[src/rtl/lct_pkg.sv]
package lct_pkg;
    localparam int unsigned ADDR_W = 3;

    localparam logic [ADDR_W-1:0] OFF_LIMIT = 3'd0;
    localparam logic [ADDR_W-1:0] OFF_COUNT = 3'd1;
    localparam logic [ADDR_W-1:0] OFF_KEEP  = 3'd2;

    typedef enum logic [1:0] {
        OP_NONE    = 2'd0,
        OP_RD_LIM  = 2'd1,
        OP_WR_LIM  = 2'd2,
        OP_WR_KEEP = 2'd3
    } lct_op_e;
endpackage

[src/rtl/lct_decode.sv]
module lct_decode
    import lct_pkg::*;
(
    input  logic              valid_i,
    input  logic              write_i,
    input  logic [ADDR_W-1:0] addr_i,
    output lct_op_e           op_o
);
    always_comb begin
        op_o = OP_NONE;
        if (valid_i) begin
            unique case (addr_i)
                OFF_LIMIT: op_o = write_i ? OP_WR_LIM : OP_RD_LIM;
                OFF_KEEP:  op_o = write_i ? OP_WR_KEEP : OP_NONE;
                default:   op_o = OP_NONE;
            endcase
        end
    end
endmodule

[src/rtl/lct_core.sv]
module lct_core
    import lct_pkg::*;
#(
    parameter int unsigned CNT_W = 22
) (
    input  logic             clk,
    input  logic             rst_n,
    input  logic             tick_i,
    input  lct_op_e          op_i,
    input  logic [CNT_W-1:0] wlim_i,
    output logic [CNT_W-1:0] cnt_o,
    output logic [CNT_W-1:0] lim_o,
    output logic             flag_o,
    output logic             irq_o
);
    localparam logic [CNT_W-1:0] FREE_LIM = {CNT_W{1'b1}};

    typedef struct packed {
        logic [CNT_W-1:0] cnt;
        logic [CNT_W-1:0] lim;
        logic             flag;
        logic             irq;
    } st_t;

    st_t              st_d, st_q;
    logic [CNT_W-1:0] eff_lim;
    logic [CNT_W:0]   cnt_inc;
    logic             wrap;

    always_comb begin
        eff_lim = (st_q.lim == '0) ? FREE_LIM : st_q.lim;
        cnt_inc = {1'b0, st_q.cnt} + {{CNT_W{1'b0}}, 1'b1};
        wrap    = tick_i && (op_i != OP_WR_LIM) && (cnt_inc >= {1'b0, eff_lim});

        st_d = st_q;
        if (tick_i) begin
            st_d.cnt = wrap ? '0 : cnt_inc[CNT_W-1:0];
        end
        unique case (op_i)
            OP_RD_LIM: begin
                st_d.flag = 1'b0;
                st_d.irq  = 1'b0;
            end
            OP_WR_LIM: begin
                st_d.lim = wlim_i;
                st_d.cnt = '0;
                st_d.irq = 1'b0;
            end
            OP_WR_KEEP: st_d.lim = wlim_i;
            default: ;
        endcase
        if (wrap) begin
            st_d.flag = 1'b1;
            st_d.irq  = 1'b1;
        end
    end

    always_ff @(posedge clk or negedge rst_n) begin
        if (!rst_n) st_q <= '0;
        else        st_q <= st_d;
    end

    assign cnt_o  = st_q.cnt;
    assign lim_o  = st_q.lim;
    assign flag_o = st_q.flag;
    assign irq_o  = st_q.irq;
endmodule

[src/rtl/lct_rdmux.sv]
module lct_rdmux
    import lct_pkg::*;
#(
    parameter int unsigned CNT_W  = 22,
    parameter int unsigned LSB    = 9,
    parameter int unsigned DATA_W = 32
) (
    input  logic              valid_i,
    input  logic              write_i,
    input  logic [ADDR_W-1:0] addr_i,
    input  logic [CNT_W-1:0]  cnt_i,
    input  logic [CNT_W-1:0]  lim_i,
    input  logic              flag_i,
    output logic [DATA_W-1:0] rdata_o
);
    always_comb begin
        rdata_o = '0;
        if (valid_i && !write_i) begin
            unique case (addr_i)
                OFF_LIMIT: rdata_o = {1'b0, lim_i, {LSB{1'b0}}};
                OFF_COUNT: rdata_o = {flag_i, cnt_i, {LSB{1'b0}}};
                default:   rdata_o = '0;
            endcase
        end
    end
endmodule

[src/rtl/lct_timer.sv]
module lct_timer
    import lct_pkg::*;
#(
    parameter int unsigned CNT_W = 22,
    parameter int unsigned LSB   = 9
) (
    input  logic                   clk,
    input  logic                   rst_n,
    input  logic                   tick_i,
    input  logic                   bus_valid_i,
    input  logic                   bus_write_i,
    input  logic [ADDR_W-1:0]      bus_addr_i,
    input  logic [CNT_W+LSB:0]     bus_wdata_i,
    output logic [CNT_W+LSB:0]     bus_rdata_o,
    output logic                   irq_o
);
    localparam int unsigned DATA_W = CNT_W + LSB + 1;

    lct_op_e          op;
    logic [CNT_W-1:0] cnt, lim;
    logic             flag;

    lct_decode u_decode (
        .valid_i (bus_valid_i),
        .write_i (bus_write_i),
        .addr_i  (bus_addr_i),
        .op_o    (op)
    );

    lct_core #(.CNT_W(CNT_W)) u_core (
        .clk    (clk),
        .rst_n  (rst_n),
        .tick_i (tick_i),
        .op_i   (op),
        .wlim_i (bus_wdata_i[LSB +: CNT_W]),
        .cnt_o  (cnt),
        .lim_o  (lim),
        .flag_o (flag),
        .irq_o  (irq_o)
    );

    lct_rdmux #(.CNT_W(CNT_W), .LSB(LSB), .DATA_W(DATA_W)) u_rdmux (
        .valid_i (bus_valid_i),
        .write_i (bus_write_i),
        .addr_i  (bus_addr_i),
        .cnt_i   (cnt),
        .lim_i   (lim),
        .flag_i  (flag),
        .rdata_o (bus_rdata_o)
    );
endmodule

[config.mk]
export PLATFORM = sky130hd
export DESIGN_NAME = lct_timer
export DESIGN_NICKNAME = d
export VERILOG_FILES = /design/src/rtl/lct_pkg.sv /design/src/rtl/lct_decode.sv /design/src/rtl/lct_core.sv /design/src/rtl/lct_rdmux.sv /design/src/rtl/lct_timer.sv
export SDC_FILE = /design/constraint.sdc
export NUM_CORES = 1
export LEC_CHECK = 0
export BUFFER_PORTS_ARGS = -buffer_cell sky130_fd_sc_hd__buf_2
export CAP_MARGIN = 30
export CORE_ASPECT_RATIO = 1.1
export CORE_MARGIN = 3
export CORE_UTILIZATION = 40
export CTS_BUF_LIST = sky130_fd_sc_hd__clkbuf_16
export CTS_CLUSTER_DIAMETER = 50
export DETAILED_ROUTE_END_ITERATION = 10
export PLACE_DENSITY = 0.69
export SYNTH_ARGS = -nofsm -noshare
export SYNTH_HDL_FRONTEND = slang
export SYNTH_SLANG_ARGS = --single-unit
[constraint.sdc]
create_clock -name clk -period 4.4 [get_ports clk]
set_clock_uncertainty 0.2 [all_clocks]
set_input_delay 0 -clock clk [delete_from_list [all_inputs] [get_ports clk]]
set_output_delay 0 -clock clk [all_outputs]
set_load 0.01 [all_outputs]
==> impl_metrics.csv <==
group,metric,value,unit
outcome,run_status,"completed",
sta,finalSetupViolations,0,
floorplan,io_pins,73,
synth,synth_flop_cell,"sky130_fd_sc_hd__dfrtp_1",
synth,synthesized_area_per_cell,9.45,sq um
sta,hold_violations,0,
cells_and_area,flow.area_growth_from_synthesis,20.9,%
global_routing,grt_remaining_overflow,0,
global_routing,grt_pass1_wl,14.7,mm
setup_path,start_kind,"flip-flop",
clocking,cts-root-to-sink-buffers,2,
power_and_ir_drop,maximum_vdd_drop,148,uV
route,avgViaCountPerCell,5.65,
synth,netlist.top_cell.by_area,"sky130_fd_sc_hd__dfrtp_1",
sta,fin_crit_period,3.91,ns
placement,portBuffers,53,
floorplan,floorplan.die.width,93.9,um
floorplan,fp.dieArea,9650,sq um
synth,seq_cells_post_synth,46,
sta,clock.fmax,256,MHz
clocking,count_of_cells_resized_by_post_cts_repair,0,
global_routing,via_count_of_the_first_global_routing_pass,2933,
clocking,cts_made_buffers,5,
setup_path,critical_path_class,"flip-flop to flip-flop",
floorplan,die_height,103,um
floorplan,initial_core_util,42.1,%
power_and_ir_drop,powerDensity,322,nW/um^2
global_routing,grt_antenna_before_repair,0,
setup_path,r2r.worst_path.cells,14,
synth,share_of_cell_area_taken_by_muxes_after_synthesis,7.28,%
synth,synth_warnings,0,
clocking,worst_skew_pair.late_latency,0.29,ns
power_and_ir_drop,total_power,1.32,mW
setup_path,crit_path_end_kind,"flip-flop",
clocking,cts_htree_levels,2,
route,wl_per_cell,16.2,um
clocking,worst_setup_hold_path_clk_slew,0.07,ns
route,drc_violations,0,
route,totalWireLength,8.73,mm
sta,worst-slew-pin-transition,0.826,ns
placement,dp_hpwl,6.21,mm
setup_path,timing.critical_path.arrival,3.91,ns
cells_and_area,drive_gt1_share,24.4,%
synth,edff_count_synth,0,
synth,synth_simple_gate_area_share,23.2,%
sta,setup_ws,0.488,ns
cells_and_area,antenna_fix_cells,0,
synth,yosysTopAreaCellShare,33.8,%
route,ant_nets,0,
synth,synth_xor_xnor_area_share,4.38,%
synth,async_flop_share,100,%
setup_path,critical_path_required,4.40,ns
clocking,clock-root-buffer,"sky130_fd_sc_hd__clkbuf_16",
synth,ys_seq_area_share,33.8,%
power_and_ir_drop,p_leak,1.92,nW
worst_hold_path,hold_path.class,"primary input to async pin",
synth,adder_and_majority_gate_portion_of_the_synthesized_area,9.56,%
placement,gpl.final_weighted_congestion,0.846,
placement,post-place-ws,0.518,ns
synth,synth_top_family_by_area,"simple AND/OR/NAND/NOR gates",
floorplan,num_rows,34,
route,drt_iter0_markers,264,
clocking,clock_sinks,46,
route,route.vias.total,3046,
floorplan,coreArea,8080,sq um
route,first_pass_iters,4,
sta,part_of_the_cycle_the_worst_path_needs,88.9,%
cells_and_area,finalNetCount,496,
global_routing,gr-usage-all-layers,19.0,%
synth,netlist_top_cells_area,"sky130_fd_sc_hd__dfrtp_1, sky130_fd_sc_hd__ha_1, sky130_fd_sc_hd__mux2_2, sky130_fd_sc_hd__a22o_1, sky130_fd_sc_hd__nor2_1",
setup_path,crit_fanout,8,
sta,setup_tns,0,ns
synth,synth.cell_area,3400,sq um
synth,yosysUniqueCellTypes,55,
synth,synth_compound_area_share,15.3,%
run,max_cap_viols,0,
clocking,post_cts_buffers,0,
clocking,clock_tree_from_tritoncts,"yes",
global_routing,grt_start_max_net_pins,36,
synth,netlist_instances,360,
clocking,postCtsHoldBufs,23,
sta,finalMaxSlewViolations,0,
sta,slew_headroom,44.9,%
sta,rsz_0062_raised_after_global_routing,"no",
## final timing paths
path,start,endpoint,slack [ns]
min,rst_n,u_core.lim_o[15]$_DFFE_PN0P_,0.04
min reg2reg,u_core.irq_o$_DFFE_PN0P_,u_core.irq_o$_DFFE_PN0P_,0.31
max,u_core.cnt_o[0]$_DFFE_PN0P_,u_core.cnt_o[7]$_DFFE_PN0P_,0.49
max reg2reg,u_core.cnt_o[0]$_DFFE_PN0P_,u_core.cnt_o[7]$_DFFE_PN0P_,0.49
min in group clk,tick_i,u_core.cnt_o[8]$_DFFE_PN0P_,0.04
max in group asynchronous,rst_n,u_core.lim_o[7]$_DFFE_PN0P_,3.42
## logic make-up after synthesis
kind of cell,after synthesis
AND/OR/NAND/NOR,139
AO/OA/AOI/OAI,71
flip-flops,46
buffers and inverters,38
adder cells (fa/ha/maj),26
multiplexers,22
XOR/XNOR,17
other,1
## power by group
group          total [mW]  leakage (nW)  switching, mW  internal [mW]
Clock               0.365        0.0663          0.160          0.205
Combinational       0.351          1.26          0.170          0.182
Sequential          0.608         0.589          0.109          0.499
Total                1.32          1.92          0.439          0.886
## sequential cells by signal, indices dropped and copies added (netlist names)
signal         flops
u_core.cnt_o      22
u_core.lim_o      22
u_core.irq_o       1
u_core.flag_o      1
## metrics by stage
step                hold slack [ns]  area [sq um]  cells  util (%)
CTS                          0.0327          4110    539      50.9
global placement             0.0315          3730    507      46.1
floorplan                    -0.496          3430    368         -
detailed placement           -0.185          3750    508      46.4
finish                       0.0352          4110    539      50.9
global route                 0.0893          4110    539      50.9
## final cells by class
type / instances / area, sq um
multi-input cells: 284 / 2090
fillers: 790 / 3970
clock buffers: 5 / 125
repair buffers: 85 / 576
flip-flops and latches: 46 / 1150
clock inverters: 3 / 11.3
well taps: 108 / 135
inverters: 8 / 30.0
## Yosys cell counts (all sizes together) (3+ instances only)
cell type	instances
nor3b	4
buf	22
dfrtp	46
ha	26
mux2	22
nand4	16
nor4	7
a31o	4
inv	8
nand2b	16
and2	6
clkbuf	8
a22o	22
nor2	31
nand3	19
o22ai	3
a31oi	3
nand2	21
xor2	6
o21ai	4
nor3	4
a21oi	22
o2bb2ai	3
xnor2	11
## worst max-delay path, stage by stage (launching register included)
cell	delay, ns
sky130_fd_sc_hd__dfrtp_1	0.49
sky130_fd_sc_hd__ha_1	0.34
sky130_fd_sc_hd__nand2_1	0.14
sky130_fd_sc_hd__nor3_4	0.29
sky130_fd_sc_hd__nand4_2	0.22
sky130_fd_sc_hd__nor2_1	0.19
sky130_fd_sc_hd__xor2_1	0.22
sky130_fd_sc_hd__ha_1	0.29
sky130_fd_sc_hd__nand4_1	0.18
sky130_fd_sc_hd__nor3_1	0.08
sky130_fd_sc_hd__a221o_1	0.31
sky130_fd_sc_hd__a211oi_2	0.34
sky130_fd_sc_hd__buf_4	0.23
sky130_fd_sc_hd__nand4_1	0.10
sky130_fd_sc_hd__a21oi_1	0.20
## metal layers
| layer | vias to the layer above | GRT usage, % | wire length [um] | share of wire (%) |
|---|---|---|---|---|
| met5 | - | 0 | 0 | 0 |
| met4 | 0 | 5.67 | 127 | 1.5 |
| met3 | 9 | 2.34 | 540 | 6.2 |
| met2 | 94 | 32.2 | 4290 | 49 |
| met1 | 1505 | 25.6 | 3780 | 43 |
| li1 | 1438 | - | - | - |
## cell usage in the layout (no fill, tap or decap), types with 2 or more instances in the layout
cell type,n
sky130_fd_sc_hd__nor2b_1,2
sky130_fd_sc_hd__conb_1,9
sky130_fd_sc_hd__clkbuf_16,5
sky130_fd_sc_hd__nor3_4,2
sky130_fd_sc_hd__xor2_1,6
sky130_fd_sc_hd__and3_1,2
sky130_fd_sc_hd__nor4_1,5
sky130_fd_sc_hd__xnor2_1,11
sky130_fd_sc_hd__and2_1,6
sky130_fd_sc_hd__a31oi_1,3
sky130_fd_sc_hd__inv_1,8
sky130_fd_sc_hd__buf_2,53
sky130_fd_sc_hd__nand4_1,15
sky130_fd_sc_hd__a22o_1,22
sky130_fd_sc_hd__buf_4,8
sky130_fd_sc_hd__dfrtp_1,46
sky130_fd_sc_hd__nor2_1,30
sky130_fd_sc_hd__mux2_2,22
sky130_fd_sc_hd__ha_1,26
sky130_fd_sc_hd__nor3b_1,4
sky130_fd_sc_hd__o22ai_1,3
sky130_fd_sc_hd__o21ai_0,2
sky130_fd_sc_hd__or2b_1,2
sky130_fd_sc_hd__nand2_1,21
sky130_fd_sc_hd__clkinv_1,3
sky130_fd_sc_hd__a21oi_1,21
sky130_fd_sc_hd__a31o_1,4
sky130_fd_sc_hd__nor4_2,2
sky130_fd_sc_hd__dlygate4sd3_1,23
sky130_fd_sc_hd__nand3_1,17
sky130_fd_sc_hd__nand2b_1,16
sky130_fd_sc_hd__and4_1,2
sky130_fd_sc_hd__o21ai_1,2
sky130_fd_sc_hd__o2bb2ai_1,3
Note: power is estimated with default switching activity, not from simulation.
